File: config.mk
export PLATFORM = sky130hd
export DESIGN_NAME = clkdiv_chain
export DESIGN_NICKNAME = d
export VERILOG_FILES = /design/src/rtl/clkdiv_chain_pkg.sv /design/src/rtl/clkdiv_stage.sv /design/src/rtl/clkdiv_runctl.sv /design/src/rtl/clkdiv_wave.sv /design/src/rtl/clkdiv_chain.sv
export SDC_FILE = /design/constraint.sdc
export NUM_CORES = 1
export LEC_CHECK = 0
export BUFFER_PORTS_ARGS = -buffer_cell sky130_fd_sc_hd__buf_4
export CORE_MARGIN = 2
export CORE_UTILIZATION = 65
export CTS_BUF_LIST = sky130_fd_sc_hd__clkbuf_2
export CTS_CLUSTER_DIAMETER = 200
export DETAILED_ROUTE_END_ITERATION = 10
export PLACE_DENSITY = 0.91
export SLEW_MARGIN = 15
export SYNTH_ARGS = -nofsm -noshare
export SYNTH_HDL_FRONTEND = slang
export SYNTH_SLANG_ARGS = --single-unit
File: constraint.sdc
create_clock -name clk_i -period 10.3 [get_ports clk_i]
set_input_delay 1.03 -clock clk_i [delete_from_list [all_inputs] [get_ports clk_i]]
set_output_delay 1.03 -clock clk_i [all_outputs]
set_load 0.03 [all_outputs]
File: src/rtl/clkdiv_chain_pkg.sv
`timescale 1ns/100ps
package clkdiv_chain_pkg;

  localparam int unsigned NSTG = 3;

  // ratio of a stage decoded linearly from its select
  function automatic int unsigned lin_ratio(input int unsigned sel);
    return sel + 1;
  endfunction

  // ratio of a stage decoded as a power of two
  function automatic int unsigned pow_ratio(input int unsigned sel);
    return 32'd1 << sel;
  endfunction

  function automatic int unsigned chain_ratio(input int unsigned ra, input int unsigned rb,
                                              input int unsigned rc);
    return ra * rb * rc;
  endfunction

  // input cycles during which the rising-edge phase flag is high
  function automatic int unsigned high_cycles(input int unsigned m);
    return (m + 1) / 2;
  endfunction

  // linear position inside the output period from the mixed-radix digits
  function automatic int unsigned mixed_index(input int unsigned d0, input int unsigned d1,
                                              input int unsigned d2, input int unsigned r0,
                                              input int unsigned r1);
    return d0 + r0 * (d1 + r1 * d2);
  endfunction

  function automatic int unsigned max3(input int unsigned a, input int unsigned b,
                                       input int unsigned c);
    int unsigned m;
    m = (a > b) ? a : b;
    return (m > c) ? m : c;
  endfunction

endpackage

File: src/rtl/clkdiv_stage.sv
`timescale 1ns/100ps
module clkdiv_stage #(
  parameter int SW = 4
) (
  input  logic          clk_i,
  input  logic          rst_ni,
  input  logic          clr_i,
  input  logic          step_i,
  input  logic [SW-1:0] last_i,
  output logic [SW-1:0] cnt_o,
  output logic          wrap_o
);

  logic [SW-1:0] cnt_q;

  assign wrap_o = step_i && (cnt_q == last_i);
  assign cnt_o  = cnt_q;

  always_ff @(posedge clk_i or negedge rst_ni) begin
    if (!rst_ni) begin
      cnt_q <= '0;
    end else if (clr_i) begin
      cnt_q <= '0;
    end else if (step_i) begin
      cnt_q <= wrap_o ? '0 : cnt_q + SW'(1);
    end
  end

endmodule

File: src/rtl/clkdiv_runctl.sv
`timescale 1ns/100ps
module clkdiv_runctl (
  input  logic clk_i,
  input  logic rst_ni,
  input  logic hold_i,
  input  logic sync_i,
  input  logic pol_i,
  output logic run_o,
  output logic late_o,
  output logic start_o,
  output logic stop_o
);

  logic run_q, late_q, neg_smp_q;
  logic at_run_lvl, neg_at_run_lvl;

  // half-period sample of sync taken on the falling edge
  always_ff @(negedge clk_i or negedge rst_ni) begin
    if (!rst_ni) neg_smp_q <= 1'b0;
    else         neg_smp_q <= sync_i;
  end

  assign at_run_lvl     = (sync_i == pol_i);
  assign neg_at_run_lvl = (neg_smp_q == pol_i);

  assign start_o = !hold_i && !run_q && at_run_lvl;
  assign stop_o  = !hold_i && run_q && !at_run_lvl;

  always_ff @(posedge clk_i or negedge rst_ni) begin
    if (!rst_ni) begin
      run_q  <= 1'b0;
      late_q <= 1'b0;
    end else if (start_o) begin
      run_q  <= 1'b1;
      late_q <= !neg_at_run_lvl;
    end else if (stop_o) begin
      run_q  <= 1'b0;
    end
  end

  assign run_o  = run_q;
  assign late_o = late_q;

endmodule

File: src/rtl/clkdiv_wave.sv
`timescale 1ns/100ps
module clkdiv_wave #(
  parameter int CNT_W = 12
) (
  input  logic             clk_i,
  input  logic             rst_ni,
  input  logic             hold_i,
  input  logic             run_i,
  input  logic             late_i,
  input  logic [CNT_W-1:0] idx_i,
  input  logic [CNT_W-1:0] half_i,
  input  logic [CNT_W-1:0] mod_i,
  output logic             hi_o,
  output logic             clk_o
);

  logic ph_a_q, ph_b_q, ph_c_q;
  logic is_one, is_odd, early_w, late_w;

  always_ff @(posedge clk_i or negedge rst_ni) begin
    if (!rst_ni) begin
      ph_a_q <= 1'b0;
      ph_c_q <= 1'b0;
    end else if (!hold_i) begin
      ph_a_q <= run_i && (idx_i < half_i);
      ph_c_q <= ph_b_q;
    end
  end

  // half-period retimed copy for duty correction
  always_ff @(negedge clk_i or negedge rst_ni) begin
    if (!rst_ni)      ph_b_q <= 1'b0;
    else if (!hold_i) ph_b_q <= ph_a_q;
  end

  assign is_one = (mod_i == CNT_W'(1));
  assign is_odd = mod_i[0];

  always_comb begin
    if (is_one) begin
      early_w = !clk_i && ph_b_q;
      late_w  = clk_i && ph_c_q;
    end else if (is_odd) begin
      early_w = ph_a_q && ph_b_q;
      late_w  = ph_b_q && ph_c_q;
    end else begin
      early_w = ph_b_q;
      late_w  = ph_c_q;
    end
  end

  assign clk_o = !hold_i && (late_i ? late_w : early_w);
  assign hi_o  = ph_a_q;

endmodule

File: src/rtl/clkdiv_chain.sv
`timescale 1ns/100ps
module clkdiv_chain #(
  parameter int P1_W = 4,
  parameter int P2_W = 4,
  parameter int P3_W = 2
) (
  input  logic            clk_i,
  input  logic            rst_ni,
  input  logic [P1_W-1:0] sel_a_i,
  input  logic [P2_W-1:0] sel_b_i,
  input  logic [P3_W-1:0] sel_c_i,
  input  logic            sync_i,
  input  logic            sync_pol_i,
  input  logic            shut_i,
  output logic            clk_o
);
  import clkdiv_chain_pkg::*;

  localparam int R_A_MAX = 1 << P1_W;
  localparam int R_B_MAX = 1 << P2_W;
  localparam int R_C_MAX = 1 << ((1 << P3_W) - 1);
  localparam int R_MAX   = max3(R_A_MAX, R_B_MAX, R_C_MAX);
  localparam int SW      = $clog2(R_MAX);
  localparam int MOD_W   = SW + 1;
  localparam int SELW    = max3(P1_W, P2_W, P3_W);
  localparam int CNT_W   = $clog2(R_A_MAX * R_B_MAX * R_C_MAX) + 1;
  localparam int CFG_W   = P1_W + P2_W + P3_W;

  logic                  shut_q;
  logic                  run_q, late_q, start_evt, stop_evt, hi_phase;
  logic [SELW-1:0]       sel_pack [NSTG];
  logic [MOD_W-1:0]      ratio    [NSTG];
  logic [SW-1:0]         last     [NSTG];
  logic [SW-1:0]         digit    [NSTG];
  logic [NSTG-1:0]       step, wrap;
  logic [CNT_W-1:0]      idx, mod_total, half;

  always_ff @(posedge clk_i or negedge rst_ni) begin
    if (!rst_ni) shut_q <= 1'b0;
    else         shut_q <= shut_i;
  end

  assign sel_pack[0] = SELW'(sel_a_i);
  assign sel_pack[1] = SELW'(sel_b_i);
  assign sel_pack[2] = SELW'(sel_c_i);

  clkdiv_runctl u_runctl (
    .clk_i   (clk_i),
    .rst_ni  (rst_ni),
    .hold_i  (shut_q),
    .sync_i  (sync_i),
    .pol_i   (sync_pol_i),
    .run_o   (run_q),
    .late_o  (late_q),
    .start_o (start_evt),
    .stop_o  (stop_evt)
  );

  assign step[0] = run_q && !shut_q;

  for (genvar i = 0; i < NSTG; i++) begin : g_stg
    if (i == NSTG - 1) begin : g_pow
      assign ratio[i] = MOD_W'(pow_ratio(32'(sel_pack[i])));
    end else begin : g_lin
      assign ratio[i] = MOD_W'(lin_ratio(32'(sel_pack[i])));
    end
    assign last[i] = SW'(ratio[i] - MOD_W'(1));
    if (i > 0) begin : g_carry
      assign step[i] = wrap[i-1];
    end
    clkdiv_stage #(.SW(SW)) u_stage (
      .clk_i  (clk_i),
      .rst_ni (rst_ni),
      .clr_i  (!run_q),
      .step_i (step[i]),
      .last_i (last[i]),
      .cnt_o  (digit[i]),
      .wrap_o (wrap[i])
    );
  end

  assign mod_total = CNT_W'(chain_ratio(32'(ratio[0]), 32'(ratio[1]), 32'(ratio[2])));
  assign half      = CNT_W'(high_cycles(32'(mod_total)));
  assign idx       = CNT_W'(mixed_index(32'(digit[0]), 32'(digit[1]), 32'(digit[2]),
                                        32'(ratio[0]), 32'(ratio[1])));

  clkdiv_wave #(.CNT_W(CNT_W)) u_wave (
    .clk_i  (clk_i),
    .rst_ni (rst_ni),
    .hold_i (shut_q),
    .run_i  (run_q),
    .late_i (late_q),
    .idx_i  (idx),
    .half_i (half),
    .mod_i  (mod_total),
    .hi_o   (hi_phase),
    .clk_o  (clk_o)
  );

endmodule

# After elaboration in Yosys (flattened, before gate mapping)
# Index checks and enable logic that the tools add are counted.
# op_classes
add_sub_neg	11
mul	4
n_lt_le_gt_ge	1
eq_ne	9
n_shift	1
muxes	16
reduce_logical	19
# ops
cell	count
4-bit two-way mux	9
12-bit by 1-bit adder with 13-bit output, second input constant	1
1-bit logical AND	13
4-bit by 1-bit adder with 4-bit output, second input constant	3
4-bit by 12-bit adder with 12-bit output	1
12-bit by 1-bit == test with 1-bit output, second input constant	1
4-bit == test	3
12-bit < comparator	1
10-bit by 5-bit multiplier with 12-bit output	1
5-bit by 10-bit multiplier with 12-bit output	1
4-bit by 1-bit subtractor with 4-bit output, second input constant	3
4-bit by 1-bit adder with 5-bit output, second input constant	2
4-bit by 9-bit adder with 10-bit output	1
5-bit by 5-bit multiplier with 10-bit output	1
5-bit by 4-bit multiplier with 9-bit output	1
1-bit two-way mux	7
2-bit by 1-bit inequality test with 1-bit output, second input constant	3
1-bit logical NOT	5
1-bit by 2-bit left shift with 5-bit output, first input constant	1
1-bit == test	2
2-bit nonzero test	1
# totals
reg_bits	19
in_bits	15
elab_cells	71

# Longest topological paths before layout
# Gate-level depths: netlist of run 1.
# depth
word_depth	9
mapped_depth	31
ltp_nobuf	30

# By module
# From an unflattened synthesis of run 1, not the netlist that was laid out.
# unflattened
cells_unflattened	703
area_unflattened_um2	5963.2
# by_module_without_submodules
module	n_inst	cells_per_inst	area_per_inst_um2	seq_area_each_um2
clkdiv_chain	1	553	4530.6	25.0
clkdiv_stage	3	26	270.3	100.1
clkdiv_wave	1	56	470.5	75.1
clkdiv_runctl	1	16	151.4	75.1

==> run summary, run 1 <==
Die Wd - 101 um
Worst-skew pair later-pin latency - 420 ps
IO Port Bufs - 15
Initial Util - 66.2%
Die area - 10100 um^2
Synth Net Count - 898
Area growth syn-to-layout - 3.59%
Area share of xor/xnor cells in the synthesized design - 9.75%
Inserted Diodes - 0
Yosys top cell area share - 20.7%
Placer Congestion - 0.892
Hold Worst Slack - 443 ps
Ports - 16
Per-cell routed wire length - 15.9 um
Die height - 101 um
Busiest metal layer after global routing - met2
Met1 Usage GRT - 34.1%
Final Non-Filler Cells - 839
Critical path data arrival time - 8270 ps
Crit start category - primary input
Cell variety after synth - 63
Worst setup path class - in2out
Initial antenna violation count - 0
GRT Total Usage - 28.8%
Ys Warns - 0
Placed Cells - 830
Tmin final - 9300 ps
Mux cell area share after synthesis - 0.888%
Commonest non-fill, non-tap cells in the layout - 101 x inv_1, 100 x ha_1, 64 x nand2_1, 59 x fa_1, 42 x nor2_1
Fin area - 6280 um^2
Cts hold-fix bufs - 0
Fin worst setup slack - 1000 ps
Fin nets - 902
Max IR drop VDD - 0.0000456 V
Maxcap violations - 0
Share of layout cells above drive strength 1 - 5.91%
Outcome - complete, no violations
CP required - 9270 ps
Worst slew pin tran - 835 ps
RSZ-0062 raised after global routing - false
Grt ovf - 0
First-pass GRT wire length - 23700 um
Final Util - 68.6%
Seq/Total Area, Yosys - 7.85%
CTS tree - yes
PostCTS Resize Cnt - 0
Synth Area in Adders - 40.1%
Main combinational cell family by area after synthesis - adder cells
Post-Synthesis Cell Area - 6060 um^2
Final period utilization - 90.3%
DRT antenna net count - 0
Hpwl dp - 11200 um
Path type of the worst min-delay path - in2async
Synth Area in Compound Gates - 10.5%
Via count - 5034
Commonest non-fill, non-tap cell in the layout - inv_1
Syn Inst Count - 724
Vias per inst - 6.00
DRT iter0 DRCs - 261
Area contributors post-synth - ha_1 21%, fa_1 19%, dfrtp_1 7.0%
Setup TNS - 0 ps
DP Area - 6230 um^2
Core Box Area - 9150 um^2
Clk slew on worst S/H paths - 200 ps
Post-Route WL - 13400 um
Mapped Avg Cell Area - 8.37 um^2
Largest net degree at the start of global routing - 24
Final setup violation count - 0
Number of buffers added for setup after CTS - 0
Fmax - 0.108 GHz
Clock skew - 34.3 ps
DR pass1 iterations - 5
Crit. End Element - output port
Final hold vios - 0
Largest area contributor in the netlist - ha_1
Simple-Gate Fraction of Synth Area - 23.0%
PD cells - 76.0 nW/um^2
Max-slew violations - 0
Final Power - 0.477 mW
Vias in the first global route - 5313
Flops & latches, synth - 19
EDFF count, synth - 0
Main synth FF type - dfrtp_1
Post-synth ARST share - 100%
LEAKAGE - 3.21 nW
CP Max Fanout - 17
Register-to-Register Setup Slack - 2630 ps
DP Worst Slack - 1050 ps
Drt drc - 0
Met2 usage - 53.4%
Worst rel slew slack - 43.8%
M3 GR Usage - 3.95%
Num rows - 35
## power breakdown
part           switching [mW]  internal [mW]
clock network          0.0391         0.0255
registers              0.0115         0.0820
logic                   0.191          0.128
## area by class of cell
cell class	instances	area (um^2)
Sequential cell	19	475
Inverter	101	379
Fill cell	689	2880
Clock inverter	1	5.00
Clock buffer	9	47.5
Timing Repair Buffer	16	120
Tap cell	111	139
Multi-Input combinational cell	582	5110
## synth_stat cells, types with 4 or more instances
| cell | instances |
|---|---|
| clkbuf_1 | 20 |
| nor2_1 | 42 |
| and2_1 | 35 |
| xor2_1 | 26 |
| fa_1 | 59 |
| a21o_1 | 9 |
| nor3_1 | 17 |
| a211oi_1 | 5 |
| inv_1 | 101 |
| dfrtp_1 | 17 |
| nor3b_1 | 4 |
| ha_1 | 100 |
| nand3_1 | 13 |
| a21oi_1 | 23 |
| nor2b_1 | 27 |
| o21a_1 | 4 |
| or3_1 | 7 |
| xnor2_1 | 26 |
| and3_1 | 10 |
| o21ai_0 | 25 |
| nand2b_1 | 18 |
| nand4_1 | 6 |
| nand2_1 | 64 |
## flip-flops by register name, indices dropped and copies added, names as in the netlist
register             count
u_wave.ph_c_q            1
g_stg.u_stage.cnt_o     12
u_runctl.run_o           1
u_runctl.neg_smp_q       1
shut_q                   1
u_runctl.late_o          1
u_wave.ph_b_q            1
u_wave.hi_o              1
## final timing paths
kind | from | end | cells past startpoint
min in group clk_i | u_wave.ph_b_q | u_wave.ph_b_q | 1
min reg2reg | u_wave.ph_b_q | u_wave.ph_b_q | 1
max in group asynchronous | rst_ni | u_wave.ph_b_q | 1
max | sel_b_i[0] | clk_o | 27
min | rst_ni | g_stg[0].u_stage.cnt_o[2] | 1
max reg2reg | g_stg[2].u_stage.cnt_o[2] | u_wave.hi_o | 25
## worst max-delay path, stage by stage
cell	delay, ps
buf_4	180
nand3_2	140
xnor2_1	490
nand2_1	170
fa_1	530
fa_1	560
inv_1	60
fa_1	470
ha_1	390
a21o_1	200
a21oi_1	160
xor2_1	290
nor2_1	80
ha_1	270
inv_1	50
fa_1	510
fa_1	540
inv_1	40
ha_1	220
or3_1	430
or2_2	290
o22ai_1	150
xnor2_1	130
nor4_1	280
nand3_1	130
mux2_2	290
buf_4	170
## routing by layer
layer,vias to the layer above,share of wire [%]
met5,-,0
li1,2399,-
met2,185,51
met3,42,4.8
met4,0,2.7
met1,2408,41
## kinds of logic after synthesis
group                    Yosys count
adder cells (fa/ha/maj)          159
AO/OA/AOI/OAI                     96
XOR/XNOR                          58
AND/OR/NAND/NOR                  264
buffers and inverters            123
multiplexers                       5
flip-flops                        19
Note: power is estimated with default switching activity, not from simulation.
==> run 2: changes to the inputs <==
--- a/config.mk
+++ b/config.mk
@@ -11,7 +11,7 @@
 export CTS_BUF_LIST = sky130_fd_sc_hd__clkbuf_2
 export CTS_CLUSTER_DIAMETER = 200
 export DETAILED_ROUTE_END_ITERATION = 10
-export PLACE_DENSITY = 0.91
+export PLACE_DENSITY = 0.92
 export SLEW_MARGIN = 15
 export SYNTH_ARGS = -nofsm -noshare
 export SYNTH_HDL_FRONTEND = slang
==> run 2 against run 1 <==
Against the previous run:
- global-route usage decreased by 1.6 points
- setup slack better by 47 ps
- die area unchanged
- register-to-register slack worse by 100 ps
- final area hardly changed
- sequential power about the same
- critical path type unchanged
- count of clock-buffer cells in the layout unchanged
- non-clock buffer count unchanged
- utilization about the same
- largest cell class unchanged
- via count down 1.8%
==> run summary, run 2 (same netlist as run 1, synthesis figures left out) <==
First-pass GRT wire length - 22600 um
Num rows - 35
Commonest non-fill, non-tap cell in the layout - inv_1
Outcome - complete, no violations
DP Worst Slack - 1110 ps
Ports - 16
Final hold vios - 0
Hpwl dp - 10600 um
GRT Total Usage - 27.2%
Crit. End Element - output port
Final Util - 68.6%
Worst setup path class - in2out
DR pass1 iterations - 6
Via count - 4943
Post-Route WL - 12700 um
Critical path data arrival time - 8220 ps
Per-cell routed wire length - 15.1 um
Setup TNS - 0 ps
LEAKAGE - 3.21 nW
Die height - 101 um
Final period utilization - 89.8%
Drt drc - 0
Grt ovf - 0
Die Wd - 101 um
Die area - 10100 um^2
Cts hold-fix bufs - 0
Worst slew pin tran - 812 ps
Clock skew - 34.0 ps
CP Max Fanout - 17
Inserted Diodes - 0
IO Port Bufs - 15
Initial antenna violation count - 0
Number of flip-flops under the largest register name - 12
Commonest non-fill, non-tap cells in the layout - 101 x inv_1, 100 x ha_1, 64 x nand2_1, 59 x fa_1, 42 x nor2_1
CTS tree - yes
Crit start category - primary input
Max-slew violations - 0
Tmin final - 9250 ps
Path type of the worst min-delay path - in2async
Placer Congestion - 0.878
Initial Util - 66.2%
DP Area - 6230 um^2
Worst-skew pair later-pin latency - 410 ps
PD cells - 74.8 nW/um^2
RSZ-0062 raised after global routing - false
DRT iter0 DRCs - 259
Final setup violation count - 0
Vias in the first global route - 5225
Fin worst setup slack - 1050 ps
Core Box Area - 9150 um^2
Clk slew on worst S/H paths - 220 ps
Fill cell count - 663
Number of buffers added for setup after CTS - 0
Area growth syn-to-layout - 3.63%
Vias per inst - 5.89
PostCTS Resize Cnt - 0
CP required - 9270 ps
Max IR drop VDD - 0.0000521 V
Largest net degree at the start of global routing - 24
Fmax - 0.108 GHz
Worst rel slew slack - 45.4%
Share of layout cells above drive strength 1 - 5.91%
Fin nets - 902
Maxcap violations - 0
Fin area - 6280 um^2
DRT antenna net count - 0
==> run 2: stage by stage <==
stage	cells	power [mW]	hold slack (ps)
after floorplan	724	0.336	496
after global placement	830	0.389	515
after detailed placement	830	0.404	530
after CTS	839	0.465	437
after global routing	839	0.518	440
final	839	0.469	422
==> run 2: layout make-up <==
type	instances	area, um^2	area share [%]
repair buffers	16	120	1.91
clock inverters	1	7.51	0.120
clock buffers	9	47.5	0.757
multi-input cells	582	5110	81.4
well taps	111	139	2.21
flip-flops and latches	19	475	7.57
inverters	101	379	6.04
==> run 2: power by group <==
part	switching, mW	total (mW)	internal, mW
Sequential	0.0114	0.0934	0.0820
Combinational	0.183	0.310	0.128
Clock	0.0400	0.0658	0.0258
Total	0.234	0.469	0.235
==> run 2: layer usage <==
| metal | vias up | track usage (%) | routed length, um |
|---|---|---|---|
| li1 | 2398 | - | - |
| met1 | 2377 | 33.5 | 5370 |
| met2 | 140 | 50.2 | 6480 |
| met3 | 28 | 2.01 | 502 |
| met4 | 0 | 9.27 | 298 |
| met5 | - | 0 | 0 |
==> run 2: critical path, cell delays in order <==
cell and delay [ps]:
buf_4 190, nand3_2 130, xnor2_1 470, nand2_1 150, fa_1 520, fa_1 550
inv_1 60, fa_1 470, ha_1 380, a21o_1 200, a21oi_1 170, xor2_1 280
nor2_1 80, ha_1 270, inv_1 50, fa_1 520, fa_1 560, inv_1 50
ha_1 220, or3_1 410, or2_2 280, o22ai_1 160, xnor2_1 140, nor4_1 290
nand3_1 130, mux2_2 290, buf_4 170
==> run 2: final timing paths <==
check | slack [ps] | start | cells after the start | endpoint
max | 1050 | sel_b_i[0] | 27 | clk_o
min in group clk_i | 560 | u_wave.ph_b_q | 1 | u_wave.ph_b_q
max in group asynchronous | 4520 | rst_ni | 1 | u_runctl.neg_smp_q
min reg2reg | 560 | u_wave.ph_b_q | 1 | u_wave.ph_b_q
min | 420 | rst_ni | 1 | g_stg[1].u_stage.cnt_o[1]
max reg2reg | 2530 | g_stg[2].u_stage.cnt_o[2] | 26 | u_wave.hi_o
==> run 3: changes to the inputs <==
--- a/config.mk
+++ b/config.mk
@@ -6,7 +6,6 @@
 export NUM_CORES = 1
 export LEC_CHECK = 0
 export BUFFER_PORTS_ARGS = -buffer_cell sky130_fd_sc_hd__buf_4
-export CORE_MARGIN = 2
 export CORE_UTILIZATION = 65
 export CTS_BUF_LIST = sky130_fd_sc_hd__clkbuf_2
 export CTS_CLUSTER_DIAMETER = 200
==> constraint.sdc (replaced) <==
create_clock -name clk_i -period 11.2 [get_ports clk_i]
set_input_delay 1.12 -clock clk_i [delete_from_list [all_inputs] [get_ports clk_i]]
set_output_delay 1.12 -clock clk_i [all_outputs]
set_load 0.03 [all_outputs]
==> run 3 against run 2 <==
Against the previous run:
- sequential power decreased by 7.8%
- the flow now finishes with violations (design-rule violations)
- utilization increased by 1.9 points
- critical path type unchanged
- largest power group unchanged
- first-iteration DRC count increased by 17%
- largest cell class unchanged
- global-route usage grew 1.6 points
- critical path depth did not move
==> run summary, run 3 (same netlist as run 1, synthesis figures left out) <==
Busiest metal layer after global routing - met2
Final Power - 0.436 mW
First-pass GRT wire length - 22800 um
Die area - 9710 um^2
Final hold vios - 0
M3 GR Usage - 2.48%
Fin nets - 901
Critical path's most frequent cell - fa_1
Num rows - 34
Psw - 0.219 mW
PD cells - 69.6 nW/um^2
LEAKAGE - 3.21 nW
Initial Util - 68.1%
Maxcap violations - 0
Fmax - 0.106 GHz
Via count - 4976
Setup TNS - 0 ps
Area growth syn-to-layout - 3.41%
Register share of total power - 19.8%
Violated checks - design-rule violations
Final period utilization - 84.6%
Number of buffers added for setup after CTS - 0
Worst setup path class - in2out
Commonest non-fill, non-tap cell in the layout - inv_1
GRT Total Usage - 28.8%
Critical path data arrival time - 8350 ps
Commonest non-fill, non-tap cells in the layout - 101 x inv_1, 100 x ha_1, 64 x nand2_1, 59 x fa_1, 42 x nor2_1
Clock skew - 34.4 ps
Largest net degree at the start of global routing - 24
PostCTS Resize Cnt - 0
Inserted Diodes - 0
Tmin final - 9470 ps
Outcome - finished with violations
IO Port Bufs - 15
Crit path max-delay cell type - fa_1
CTS tree - yes
Die height - 98.5 um
Cts hold-fix bufs - 0
Number of flip-flops under the largest register name - 12
Hpwl dp - 10800 um
Drt drc - 1
Worst path top cell family by delay - adder cells
Clock network fraction of total power - 14.2%
DRT antenna net count - 0
RSZ-0062 raised after global routing - false
Internal power - 0.217 mW
Share of layout cells above drive strength 1 - 5.78%
Crit path largest cell delay - 570 ps
Final Non-Filler Cells - 835
Per-cell routed wire length - 15.6 um
Path type of the worst min-delay path - in2async
DRT iter0 DRCs - 304
Placed Cells - 826
WP buf/inv - 5
Placer Congestion - 0.884
Part of the power in combinational logic - 66.1%
Initial antenna violation count - 0
Ports - 16
Fill cell count - 664
Die Wd - 98.5 um
Vias in the first global route - 5202
Worst rel slew slack - 37.9%
Worst slew pin tran - 923 ps
Post-Route WL - 13000 um
Met1 Usage GRT - 34.7%
Switching fraction of total power - 50.2%
Clk slew on worst S/H paths - 210 ps
Core Box Area - 8890 um^2
Crit. End Element - output port
Max IR drop VDD - 0.0000421 V
Worst-skew pair later-pin latency - 430 ps
Fin area - 6260 um^2
Grt ovf - 0
CP required - 10080 ps
CP Max Fanout - 17
Final Util - 70.5%
Crit start category - primary input
Met2 usage - 53.8%
Max-slew violations - 0
DP Area - 6220 um^2
Final setup violation count - 0
Vias per inst - 5.96
DR pass1 iterations - 11
-- run 3: stage by stage --
stage	hold WS, ps	setup slack (ps)
6_report	533	1730
5_1_grt	533	1190
4_1_cts	537	1730
3_5_place_dp	536	1730
3_3_place_gp	518	1910
2_1_floorplan	496	2360
-- run 3: power groups by stage --
stage	logic, mW	clock network (mW)	registers (mW)
finish	0.288	0.0617	0.0861
global route	0.333	0.0647	0.0870
CTS	0.287	0.0621	0.0857
detailed placement	0.282	0.00737	0.0863
global placement	0.265	0.00737	0.0857
floorplan	0.221	0.00595	0.0821
-- run 3: path summary, 6_finish.rpt --
check | startpoint | endpoint | slack (ps) | cells after the start
worst max-delay path | sel_b_i[0] | clk_o | 1730 | 27
worst min-delay path | rst_ni | g_stg[0].u_stage.cnt_o[1] | 530 | 1
worst max register to register | g_stg[2].u_stage.cnt_o[2] | u_wave.hi_o | 3550 | 25
worst min register to register | u_wave.ph_b_q | u_wave.ph_b_q | 550 | 1
max in group asynchronous | rst_ni | u_wave.ph_b_q | 4900 | 1
min in group clk_i | u_wave.ph_b_q | u_wave.ph_b_q | 550 | 1
-- run 3: metal layers --
metal / vias up / share of wire (%)
li1: 2395 / -
met1: 2399 / 41
met2: 143 / 52
met3: 39 / 4.7
met4: 0 / 2.9
met5: - / 0
-- run 3: final cells by class --
| type | instances | area (um^2) | share of cell area, % |
|---|---|---|---|
| Multi-Input combinational cell | 582 | 5110 | 81.6 |
| Sequential cell | 19 | 475 | 7.59 |
| Inverter | 101 | 379 | 6.05 |
| Tap cell | 108 | 135 | 2.16 |
| Timing Repair Buffer | 15 | 113 | 1.80 |
| Clock buffer | 10 | 52.6 | 0.839 |
